## src/rtl/ssg_pkg.sv

```systemverilog
package ssg_pkg;
  // Destination of a committed period value
  typedef enum logic [1:0] {
    TGT_NONE   = 2'd0,
    TGT_LOAD   = 2'd1,  // stopped: period and count load directly
    TGT_SHADOW = 2'd2   // running: deferred until next wrap
  } commit_tgt_e;
endpackage

```

## src/rtl/ssg_stage.sv

```systemverilog
module ssg_stage #(
  parameter int unsigned PERIOD_W = 16,
  parameter int unsigned BYTE_W   = 8,
  localparam int unsigned HI_W    = PERIOD_W - BYTE_W
) (
  input  logic                clk_i,
  input  logic                rst_ni,
  input  logic                wr_hi_i,
  input  logic                wr_lo_i,
  input  logic [BYTE_W-1:0]   wdata_i,
  output logic                commit_vld_o,
  output logic [PERIOD_W-1:0] commit_val_o
);
  logic [HI_W-1:0] hi_q, hi_d;

  always_comb begin
    hi_d = hi_q;
    if (wr_hi_i) hi_d = wdata_i[HI_W-1:0];
  end

  always_ff @(posedge clk_i or negedge rst_ni) begin
    if (!rst_ni)      hi_q <= '0;
    else if (wr_hi_i) hi_q <= hi_d;
  end

  assign commit_vld_o = wr_lo_i;
  assign commit_val_o = {hi_q, wdata_i};
endmodule

```

## src/rtl/ssg_core.sv

```systemverilog
module ssg_core
  import ssg_pkg::*;
#(
  parameter int unsigned PERIOD_W = 16
) (
  input  logic                clk_i,
  input  logic                rst_ni,
  input  logic                run_i,
  input  logic                commit_vld_i,
  input  logic [PERIOD_W-1:0] commit_val_i,
  output logic [PERIOD_W-1:0] period_o,
  output logic [PERIOD_W-1:0] count_o,
  output logic                strobe_o
);
  logic [PERIOD_W-1:0] cnt_q, cnt_d, per_q, per_d, shd_q, shd_d;
  logic                stb_q, stb_d;
  logic                wrap;
  logic                reg_en;
  commit_tgt_e         tgt;

  assign wrap   = run_i && (cnt_q == '0);
  assign reg_en = run_i | commit_vld_i;

  always_comb begin
    if (!commit_vld_i) tgt = TGT_NONE;
    else if (run_i)    tgt = TGT_SHADOW;
    else               tgt = TGT_LOAD;
  end

  always_comb begin
    cnt_d = cnt_q;
    per_d = per_q;
    shd_d = shd_q;
    stb_d = 1'b0;
    if (run_i) begin
      if (wrap) begin
        cnt_d = shd_q;
        per_d = shd_q;
        stb_d = 1'b1;
      end else begin
        cnt_d = cnt_q - 1'b1;
      end
    end
    case (tgt)
      TGT_SHADOW: shd_d = commit_val_i;
      TGT_LOAD: begin
        per_d = commit_val_i;
        cnt_d = commit_val_i;
        shd_d = commit_val_i;
      end
      default: ;
    endcase
  end

  always_ff @(posedge clk_i or negedge rst_ni) begin
    if (!rst_ni) begin
      cnt_q <= '0;
      per_q <= '0;
      shd_q <= '0;
    end else if (reg_en) begin
      cnt_q <= cnt_d;
      per_q <= per_d;
      shd_q <= shd_d;
    end
  end

  always_ff @(posedge clk_i or negedge rst_ni) begin
    if (!rst_ni) stb_q <= 1'b0;
    else         stb_q <= stb_d;
  end

  assign period_o = per_q;
  assign count_o  = cnt_q;
  assign strobe_o = stb_q;


  stopped_load_chk: assert property (@(posedge clk_i) disable iff (!rst_ni)
    (!run_i && commit_vld_i) |=> (count_o == period_o));

  countdown_step_chk: assert property (@(posedge clk_i) disable iff (!rst_ni)
    (run_i && count_o != '0) |=> (count_o == $past(count_o) - 1'b1));

  wrap_reload_chk: assert property (@(posedge clk_i) disable iff (!rst_ni)
    strobe_o |-> (count_o == period_o));

  frozen_count_chk: assert property (@(posedge clk_i) disable iff (!rst_ni)
    (!run_i && !commit_vld_i) |=> $stable(count_o));

  no_idle_strobe_chk: assert property (@(posedge clk_i) disable iff (!rst_ni)
    !run_i |=> !strobe_o);
endmodule

```

## src/rtl/smp_strobe_gen.sv

```systemverilog
module smp_strobe_gen #(
  parameter int unsigned PERIOD_W = 16,
  parameter int unsigned BYTE_W   = 8
) (
  input  logic                clk_i,
  input  logic                rst_ni,
  input  logic                run_i,
  input  logic                wr_hi_i,
  input  logic                wr_lo_i,
  input  logic [BYTE_W-1:0]   wdata_i,
  output logic [PERIOD_W-1:0] period_o,
  output logic [PERIOD_W-1:0] count_o,
  output logic                strobe_o
);
  logic                commit_vld;
  logic [PERIOD_W-1:0] commit_val;

  ssg_stage #(.PERIOD_W(PERIOD_W), .BYTE_W(BYTE_W)) i_stage (
    .clk_i        (clk_i),
    .rst_ni       (rst_ni),
    .wr_hi_i      (wr_hi_i),
    .wr_lo_i      (wr_lo_i),
    .wdata_i      (wdata_i),
    .commit_vld_o (commit_vld),
    .commit_val_o (commit_val)
  );

  ssg_core #(.PERIOD_W(PERIOD_W)) i_core (
    .clk_i        (clk_i),
    .rst_ni       (rst_ni),
    .run_i        (run_i),
    .commit_vld_i (commit_vld),
    .commit_val_i (commit_val),
    .period_o     (period_o),
    .count_o      (count_o),
    .strobe_o     (strobe_o)
  );
endmodule

```

## config.mk

```make
export PLATFORM = sky130hd
export DESIGN_NAME = smp_strobe_gen
export DESIGN_NICKNAME = d
export VERILOG_FILES = /design/src/rtl/ssg_pkg.sv /design/src/rtl/ssg_stage.sv /design/src/rtl/ssg_core.sv /design/src/rtl/smp_strobe_gen.sv
export SDC_FILE = /design/constraint.sdc
export NUM_CORES = 1
export LEC_CHECK = 0
export ABC_CLOCK_PERIOD_IN_PS = 4600
export BUFFER_PORTS_ARGS = -buffer_cell sky130_fd_sc_hd__buf_2
export CORE_MARGIN = 2
export CORE_UTILIZATION = 41
export DETAILED_ROUTE_END_ITERATION = 8
export GPL_ROUTABILITY_DRIVEN = 0
export GPL_TIMING_DRIVEN = 0
export HOLD_SLACK_MARGIN = 0.03
export PLACE_DENSITY = 0.6
export SYNTH_ARGS = -nofsm -noshare
export SYNTH_HDL_FRONTEND = slang
export SYNTH_SLANG_ARGS = --single-unit
```

## constraint.sdc

```tcl
create_clock -name clk_i -period 4.6 [get_ports clk_i]
set_input_delay 0.23 -clock clk_i [delete_from_list [all_inputs] [get_ports clk_i]]
set_output_delay 0.23 -clock clk_i [all_outputs]
set_load 0.01 [all_outputs]
```

==> results of run 1 <==
cells in the mapped netlist (3+ instances only):
cell / count / area (um^2)
dfrtp_1: 57 / 1430
nand2_1: 40 / 150
nor2_1: 26 / 97.6
mux2_2: 20 / 225
a31oi_1: 19 / 119
clkbuf_1: 11 / 41.3
o21ai_0: 10 / 50.1
mux2i_1: 9 / 90.1
inv_1: 8 / 30.0
o22ai_1: 8 / 50.1
xnor2_1: 8 / 70.1
o31ai_1: 7 / 52.6
nand3_1: 6 / 30.0
nand2b_1: 4 / 25.0
o211ai_1: 4 / 30.0
a21oi_1: 3 / 15.0
buf_6: 3 / 33.8
nand3b_1: 3 / 22.5
nor3_1: 3 / 15.0
nor3b_1: 3 / 22.5
xor2_1: 3 / 26.3
power breakdown:
| group | internal (W) | switching [W] | total [W] |
|---|---|---|---|
| logic | 0.000133 | 0.000156 | 0.000288 |
| registers | 0.000574 | 0.0000899 | 0.000664 |
| clock network | 0.000332 | 0.000209 | 0.000542 |
| total | 0.00104 | 0.000455 | 0.00149 |
state kept, by name, summed over array words and instances, names as in the netlist:
register / flops
i_core.count_o: 16
i_core.period_o: 16
i_core.shd_q: 16
i_core.strobe_o: 1
i_stage.hi_q: 8
cells by family after synthesis:
logic type	Yosys count	share of synthesized area (%)
muxes	29	11.3
DFF	57	51.0
and+or+nand+nor	95	16.5
adders and majority gates	1	0.447
buffers and inverters	27	4.60
AOI/OAI and AO/OA	56	12.8
xor gates and xnor gates	11	3.44
area by class of cell:
class | count | share of cell area, %
Tap cell | 80 | 2.98
Timing Repair Buffer | 44 | 6.79
Buffer | 18 | 2.76
Inverter | 9 | 1.08
Multi-Input combinational cell | 192 | 37.1
Sequential cell | 57 | 42.5
Clock inverter | 5 | 2.31
Clock buffer | 11 | 4.51
path summary, 6_finish.rpt:
| kind | from | endpoint | cells after the start |
|---|---|---|---|
| worst max-delay path | i_core.count_o[0]$_DFFE_PN0P_ | i_core.count_o[8]$_DFFE_PN0P_ | 9 |
| worst min-delay path | wdata_i[2] | i_core.shd_q[2]$_DFFE_PN0P_ | 2 |
| worst max register to register | i_core.count_o[0]$_DFFE_PN0P_ | i_core.count_o[8]$_DFFE_PN0P_ | 9 |
| worst min register to register | i_core.period_o[12]$_DFFE_PN0P_ | i_core.period_o[12]$_DFFE_PN0P_ | 2 |
| max in group asynchronous | rst_ni | i_core.strobe_o$_DFF_PN0_ | 2 |
| min in group asynchronous | rst_ni | i_core.period_o[3]$_DFFE_PN0P_ | 2 |
metrics by stage:
| stage | hold WS [ps] | utilization (%) |
|---|---|---|
| floorplan | -65.6 | - |
| global placement | 506 | 46.6 |
| detailed placement | 516 | 46.6 |
| CTS | 169 | 50.0 |
| global route | 171 | 50.2 |
| finish | 181 | 50.2 |
layout by cell type (no fill, tap or decap), types with 3 or more instances in the layout:
cell / instances
inv_1: 8
xnor2_1: 8
mux2_2: 20
a21oi_1: 3
o21ai_0: 10
mux2i_1: 9
clkbuf_1: 11
nand3_1: 6
nor3_1: 3
dfrtp_1: 57
nand3b_1: 3
clkbuf_8: 11
buf_2: 44
o211ai_1: 4
nand2_1: 40
o31ai_1: 7
buf_6: 3
nor3b_1: 3
a31oi_1: 19
nor2_1: 26
xor2_1: 3
nand2b_1: 4
o22ai_1: 8
layer usage:
| layer | GRT usage (%) | vias to the layer above | wire (um) |
|---|---|---|---|
| met2 | 33.8 | 68 | 3520 |
| met1 | 32.0 | 1147 | 3650 |
| met3 | 4.19 | 10 | 374 |
| met5 | 0 | - | 0 |
| li1 | - | 1094 | - |
| met4 | 8.66 | 0 | 111 |
==> out/metrics.csv, run 1 <==
metric,value,unit
finalSetupViolations,0,
tightest_slew,775,ps
cp_slowest_stage_delay,440,ps
status,finished clean,
fmax,426,MHz
post_cts_buffers,0,
skew,8.19,ps
min_path_type,input pin to flip-flop,
num_vias,2319,
finalNonFillerCells,416,
cp.arrival,2550,ps
cts_buffers,9,
layout-drive-gt1-share,26.5,%
ant_nets,0,
regArea,1430,um^2
place_ws,2310,ps
synth_ff_type,dfrtp_1,
multi_input_area,1240,um^2
grt_max_degree,58,
layout_setup_ws,2250,ps
worstPathMaxFanout,10,
finalCritPeriodShare,51.0,%
cp.buffers_inverters,3,
syn_to_final_growth,19.9,%
synthesis.nets,290,
path_clk_slew,70,ps
p_per_area,445,nW/um^2
grt_pass1_vias,2287,
synth_edf_count,0,
final_cell_area,3360,um^2
port-buffer-count,43,
start_kind,flip-flop,
crit_type,flip-flop to flip-flop,
ir_drop,251,uV
dp_cells,399,
rows,30,
grt_first_pass_wirelength,12.5,mm
synth.avg_cell_area,10.1,um^2
hold_viol,0,
clock_latency,340,ps
p_total,0.00149,W
antenna_found_initial,0,
drcViolationCount,0,
wirelength,7.66,mm
syn-cell-area,2800,um^2
cts.sinks,57,
cts_root_buffer,clkbuf_8,
fp.dieW,86.6,um
cts_resized,0,
crit_path_top_delay_cell,dfrtp_1,
grt_usage,22.4,%
ioPinCount,46,
critPathTopFamily,simple AND/OR/NAND/NOR gates,
diodes,0,
wl_per_cell,18.4,um
first_pass_iters,4,
ys_seq_area_share,51.0,%
power_leakage,1.49,nW
core,6680,um^2
required,4800,ps
final_nets,345,
cp-end-kind,flip-flop,
syn_inst,276,
critical_path.cell_chain,inv_1 -> ha_1 -> nor3b_1 -> and4b_1 -> nand2b_1 -> buf_6 -> buf_2 -> o22ai_1 -> a21oi_1,
placed_area,3110,um^2
h-tree-depth,3,
yosysUniqueCellTypes,37,
r2r_setup_slack,2250,ps
cts_buffer_depth,2,
fin_crit,2350,ps
setup_tns,0,ps
synth_seq_cells,57,
viasPerCell,5.57,
fillers,640,
drt_first_iter_violations,246,
fp.dieArea,7500,um^2
synth_warnings,0,
grt_setup_unrepaired,false,
maxCapViolations,0,
post-dp-hpwl,5.30,mm
ys_async_sr_fraction,100,%
drv_slew,0,
grt_overflow,0,
max_slew_margin,48.3,%
cts_tree,yes,
die_y,86.6,um
ctsHoldBuffers,0,
start_util,41.9,%
(Power assumes the default switching activity.)
==> run 2: changes to the inputs <==
--- a/config.mk
+++ b/config.mk
@@ -5,7 +5,7 @@
 export SDC_FILE = /design/constraint.sdc
 export NUM_CORES = 1
 export LEC_CHECK = 0
-export ABC_CLOCK_PERIOD_IN_PS = 4600
+export ABC_CLOCK_PERIOD_IN_PS = 2250
 export BUFFER_PORTS_ARGS = -buffer_cell sky130_fd_sc_hd__buf_2
 export CORE_MARGIN = 2
 export CORE_UTILIZATION = 41
==> constraint.sdc (replaced) <==
create_clock -name clk_i -period 2.25 [get_ports clk_i]
set_input_delay 0.1125 -clock clk_i [delete_from_list [all_inputs] [get_ports clk_i]]
set_output_delay 0.1125 -clock clk_i [all_outputs]
set_load 0.01 [all_outputs]
==> out/metrics.csv, run 2 (synthesized netlist as in run 1, its figures left out) <==
metric,value,unit,change
drv_slew,0,,unchanged
drt_first_iter_violations,191,,-22%
finalSetupViolations,0,,unchanged
cp.arrival,2390,ps,-160 ps
met3_usage,4.19,%,unchanged
internal-power,0.00213,W,+110%
grt_first_pass_wirelength,12.5,mm,-0.10%
skew,7.79,ps,-0.400 ps
wl_per_cell,18.4,um,about the same
p_total,0.00306,W,+110%
power_leakage,1.49,nW,+0.26%
fp.dieArea,7500,um^2,unchanged
hold_viol,0,,unchanged
layout_setup_ws,117,ps,-2140 ps
grt_pass1_vias,2288,,+0.044%
clkPwrFrac,36.0,%,-0.3 points
core,6680,um^2,unchanged
crit_path_top_delay_cell,dfrtp_1,,
num_vias,2316,,-0.13%
crit_type,flip-flop to flip-flop,,
power_switching,0.000933,W,+110%
cts_buffers,9,,unchanged
grt_overflow,0,,unchanged
die_y,86.6,um,unchanged
hold_ws,64.0,ps,-117 ps
ioPinCount,46,,unchanged
antenna_found_initial,0,,unchanged
finalCritPeriodShare,94.8,%,+44 points
worstPathMaxFanout,10,,unchanged
grt_max_degree,58,,unchanged
fin_crit,2130,ps,-212 ps
start_kind,flip-flop,,
syn_to_final_growth,20.7,%,
final_nets,345,,unchanged
place_ws,-41.2,ps,-2350 ps
mostFrequentLayoutCells,"dfrtp_1 (57), buf_2 (44), nand2_1 (40)",,
path_clk_slew,70,ps,about the same
p_per_area,907,nW/um^2,+100%
h-tree-depth,3,,unchanged
cpMostUsedCell,buf_6,,
max_slew_margin,47.6,%,-0.72 points
diodes,0,,unchanged
first_pass_iters,4,,unchanged
cts_tree,yes,,
port-buffer-count,43,,unchanged
layout-drive-gt1-share,27.7,%,+1.2 points
post-dp-hpwl,5.30,mm,unchanged
met2_usage,33.8,%,unchanged
combPwrFrac,19.5,%,+0.2 points
cp-end-kind,flip-flop,,
viasPerCell,5.57,,-0.13%
cts.sinks,57,,unchanged
fmax,469,MHz,+10%
cts_root_buffer,clkbuf_8,,
seqPwrFrac,44.5,%,about the same
cp_slowest_stage_delay,450,ps,about the same
required,2500,ps,-2300 ps
drcViolationCount,0,,unchanged
ant_nets,0,,unchanged
start_util,41.9,%,unchanged
fillers,634,,-0.94%
p_sw_share,30.5,%,about the same
top_usage_layer,met2,,
status,finished clean,,
grtUsageMet1,31.9,%,-0.062 points
ir_drop,510,uV,+100%
critical_path.cell_chain,inv_1 -> ha_2 -> nor3b_4 -> and4b_2 -> nand2b_1 -> buf_6 -> inv_4 -> buf_6 -> nand2_1 -> a31oi_1,,
clock_latency,340,ps,about the same
tightest_slew,786,ps,+10.8 ps
maxCapViolations,0,,unchanged
rows,30,,unchanged
fp.dieW,86.6,um,unchanged
cts_buffer_depth,2,,unchanged
layout_commonest_cell,dfrtp_1,,
wirelength,7.65,mm,about the same
grt_usage,22.4,%,about the same
min_path_type,input pin to flip-flop,,
-- run 2: cell counts in the layout (fill, tap and decap cells not counted) --
No cell type changed its count.
-- run 2: metal layers --
layer	vias to the layer above	routed length [um]
li1	1099	-
met1	1139	3660
met2	69	3540
met3	9	355
met4	0	101
met5	-	0
-- run 2: timing repair --
| item | 4_1_cts | 5_1_grt |
|---|---|---|
| resized for setup | 1 | 4 |
| setup endpoints to repair | 9 | 21 |
| endpoints found under the hold margin | 0 | 57 |
| pin swaps | 0 | 0 |
| buffers inserted | 0 | 0 |
| hold buffers | 0 | 1 |
-- run 2: area by class of cell --
type	instances	area [um^2]	area share (%)
well taps	80	100	2.96
inverters	9	36.3	1.07
multi-input cells	192	1260	37.5
clock buffers	11	151	4.48
repair buffers	44	228	6.74
plain buffers	18	92.6	2.74
flip-flops and latches	57	1430	42.2
clock inverters	5	77.6	2.30
-- run 2: stage by stage --
step | setup TNS (ps) | cell area (um^2) | std cells | utilization (%)
final | 0 | 3380 | 416 | 50.5
after global routing | -28.7 | 3380 | 416 | 50.5
after CTS | 0 | 3350 | 415 | 50.1
after detailed placement | -41.2 | 3110 | 399 | 46.6
after global placement | -34.5 | 3110 | 399 | 46.6
after floorplan | 0 | 2800 | 276 | -
-- run 2: path summary, 6_finish.rpt --
check / cells past startpoint / endpoint / startpoint / slack (ps)
setup / recovery: 10 / i_core.period_o[0]$_DFFE_PN0P_ / i_core.count_o[0]$_DFFE_PN0P_ / 120
hold / removal: 2 / i_stage.hi_q[0]$_DFFE_PN0P_ / wdata_i[0] / 60
setup reg to reg: 10 / i_core.period_o[0]$_DFFE_PN0P_ / i_core.count_o[0]$_DFFE_PN0P_ / 120
hold reg to reg: 2 / i_core.count_o[6]$_DFFE_PN0P_ / i_core.shd_q[6]$_DFFE_PN0P_ / 540
max in group asynchronous: 2 / i_core.strobe_o$_DFF_PN0_ / rst_ni / 1370
min in group asynchronous: 2 / i_core.period_o[3]$_DFFE_PN0P_ / rst_ni / 380
-- run 2: worst max-delay path, delay by kind of cell, from the launching register on --
family,cells,cell delay [ps]
AOI/OAI and AO/OA,1,180
adders and majority gates,1,220
buffers and inverters,4,490
DFF,1,450
and+or+nand+nor,4,700
-- run 2: power by group through the flow --
| stage | registers, W | clock network (W) | logic, W |
|---|---|---|---|
| floorplan | 0.00138 | 0 | 0.000329 |
| global placement | 0.00137 | 0 | 0.000577 |
| detailed placement | 0.00137 | 0 | 0.000585 |
| CTS | 0.00136 | 0.00112 | 0.000593 |
| global route | 0.00139 | 0.00117 | 0.000664 |
| finish | 0.00136 | 0.00110 | 0.000597 |
==> run 3: changes to the inputs <==
--- a/config.mk
+++ b/config.mk
@@ -8,12 +8,12 @@
 export ABC_CLOCK_PERIOD_IN_PS = 2250
 export BUFFER_PORTS_ARGS = -buffer_cell sky130_fd_sc_hd__buf_2
 export CORE_MARGIN = 2
-export CORE_UTILIZATION = 41
+export CORE_UTILIZATION = 37
 export DETAILED_ROUTE_END_ITERATION = 8
 export GPL_ROUTABILITY_DRIVEN = 0
 export GPL_TIMING_DRIVEN = 0
 export HOLD_SLACK_MARGIN = 0.03
-export PLACE_DENSITY = 0.6
+export PLACE_DENSITY = 0.55
 export SYNTH_ARGS = -nofsm -noshare
 export SYNTH_HDL_FRONTEND = slang
 export SYNTH_SLANG_ARGS = --single-unit
==> out/metrics.csv, run 3 (synthesized netlist as in run 1, its figures left out) <==
metric,value,unit,change
status,finished clean,,
wl_per_cell,17.9,um,-2.9%
combPwrFrac,19.4,%,about the same
min_from,wdata_i[0],,
path_clk_slew,70,ps,about the same
final_cell_area,3400,um^2,+0.70%
finalNonFillerCells,436,,+4.8%
power_leakage,1.49,nW,about the same
fmax,466,MHz,-0.53%
clock_latency,340,ps,about the same
core,7290,um^2,+9.1%
power_switching,0.000931,W,-0.30%
syn_to_final_growth,21.5,%,
fillers,729,,+15%
layout_commonest_cell,dfrtp_1,,
wirelength,7.79,mm,+1.8%
maxCapViolations,0,,unchanged
clkPwrFrac,36.0,%,about the same
ant_nets,0,,unchanged
crit-reg2reg-launch,i_core.count_o[0]$_DFFE_PN0P_,,
start_util,38.4,%,-3.5 points
grt_usage,20.5,%,-1.9 points
critical_path.cell_chain,inv_1 -> ha_2 -> nor3b_4 -> and4b_2 -> nand2b_1 -> buf_6 -> buf_2 -> o22ai_1 -> a21oi_1,,
start_kind,flip-flop,,
critical_path_depth,9,,-1
finalSetupViolations,0,,unchanged
ir_drop,348,uV,-32%
required,2440,ps,-60 ps
top_usage_layer,met1,,
cp.arrival,2340,ps,-50 ps
cts_tree,yes,,
crit_path_top_delay_cell,dfrtp_1,,
crit_type,flip-flop to flip-flop,,
mostFrequentLayoutCells,"dfrtp_1 (57), buf_2 (44), nand2_1 (40)",,
layout-drive-gt1-share,27.0,%,-0.68 points
viasPerCell,5.34,,-4.1%
ioPinCount,46,,unchanged
post-dp-hpwl,5.48,mm,+3.4%
critPathTopFamily,simple AND/OR/NAND/NOR gates,,
drcViolationCount,0,,unchanged
fp.dieW,91.0,um,+5.0%
diodes,0,,unchanged
placed_area,3140,um^2,+0.76%
grt_first_pass_wirelength,12.9,mm,+3.4%
cts.sinks,57,,unchanged
grt_pass1_vias,2326,,+1.7%
cts_buffers,9,,unchanged
r2r_setup_slack,110,ps,about the same
max_slew_margin,50.0,%,+2.3 points
critPathCapture,i_core.count_o[8]$_DFFE_PN0P_,,
grtUsageMet1,30.5,%,-1.4 points
grt_setup_unrepaired,false,,
worstPathMaxFanout,10,,unchanged
first_pass_iters,4,,unchanged
fp.dieArea,8280,um^2,+10%
cp_slowest_stage_delay,440,ps,about the same
h-tree-depth,3,,unchanged
seqPwrFrac,44.6,%,about the same
layout_setup_ws,105,ps,-11.5 ps
cts_root_buffer,clkbuf_8,,
p_per_area,902,nW/um^2,-0.56%
met3_usage,4.15,%,-0.041 points
num_vias,2329,,+0.56%
rows,31,,+3.3%
reg2reg_to,i_core.count_o[8]$_DFFE_PN0P_,,
final_nets,346,,+0.29%
tightest_slew,750,ps,-35.2 ps
fin_crit,2140,ps,+11.5 ps
drv_slew,0,,unchanged
p_sw_share,30.3,%,-0.13 points
finalCritPeriodShare,95.3,%,+0.51 points
cp-end-kind,flip-flop,,
skew,7.75,ps,-0.0455 ps
dp_cells,418,,+4.8%
drt_first_iter_violations,151,,-21%
hold_viol,0,,unchanged
crit_path_start,i_core.count_o[0]$_DFFE_PN0P_,,
port-buffer-count,43,,unchanged
die_y,91.0,um,+5.0%
internal-power,0.00214,W,+0.33%
met2_usage,29.0,%,-4.8 points
place_ws,-16.4,ps,+24.9 ps
antenna_found_initial,0,,unchanged
grt_overflow,0,,unchanged
min_path_type,input pin to flip-flop,,
cp.buffers_inverters,3,,-1
reg2reg_depth,9,,-1
cts_buffer_depth,2,,unchanged
grt_max_degree,58,,unchanged
-- run 3: power by group through the flow --
stage | Combinational, W | Clock (W) | Sequential [W]
5_1_grt | 0.000663 | 0.00118 | 0.00140
2_1_floorplan | 0.000329 | 0 | 0.00138
3_3_place_gp | 0.000579 | 0 | 0.00137
3_5_place_dp | 0.000586 | 0 | 0.00138
4_1_cts | 0.000593 | 0.00112 | 0.00136
6_report | 0.000596 | 0.00110 | 0.00137
-- run 3: worst min-delay path by stage --
stage / cells past startpoint / end
2_1_floorplan: 0 / i_core.count_o[0]$_DFFE_PN0P_
3_3_place_gp: 2 / i_stage.hi_q[0]$_DFFE_PN0P_
3_5_place_dp: 2 / i_stage.hi_q[0]$_DFFE_PN0P_
4_1_cts: 2 / i_stage.hi_q[0]$_DFFE_PN0P_
5_1_grt: 2 / i_stage.hi_q[0]$_DFFE_PN0P_
6_report: 2 / i_stage.hi_q[0]$_DFFE_PN0P_
-- run 3: layer usage --
layer | vias up | part of all wire, %
met5 | - | 0
met4 | 0 | 1.6
met3 | 10 | 6.1
met2 | 77 | 44
met1 | 1151 | 48
li1 | 1091 | -
-- run 3: cell type report --
type | instances | area (um^2) | share of cell area [%]
Buffer | 18 | 92.6 | 2.72
Clock buffer | 14 | 163 | 4.78
Clock inverter | 2 | 60.1 | 1.77
Inverter | 9 | 36.3 | 1.07
Multi-Input combinational cell | 192 | 1260 | 37.2
Sequential cell | 57 | 1430 | 41.9
Tap cell | 99 | 124 | 3.64
Timing Repair Buffer | 45 | 235 | 6.92
-- run 3: stage by stage --
step	TNS [ps]	hold WS (ps)	util (%)	total power, W
2_1_floorplan	0	-183	-	0.00171
6_report	0	48.6	46.6	0.00307
4_1_cts	0	41.3	46.2	0.00308
3_3_place_gp	-35.4	397	43.0	0.00195
5_1_grt	0	63.9	46.6	0.00324
3_5_place_dp	-16.4	400	43.0	0.00196
-- run 3: timing repair --
item | CTS | global route
hold buffers | 0 | 1
resized for setup | 1 | 4
setup endpoints to repair | 7 | 24
buffers inserted | 0 | 1
endpoints found under the hold margin | 0 | 57
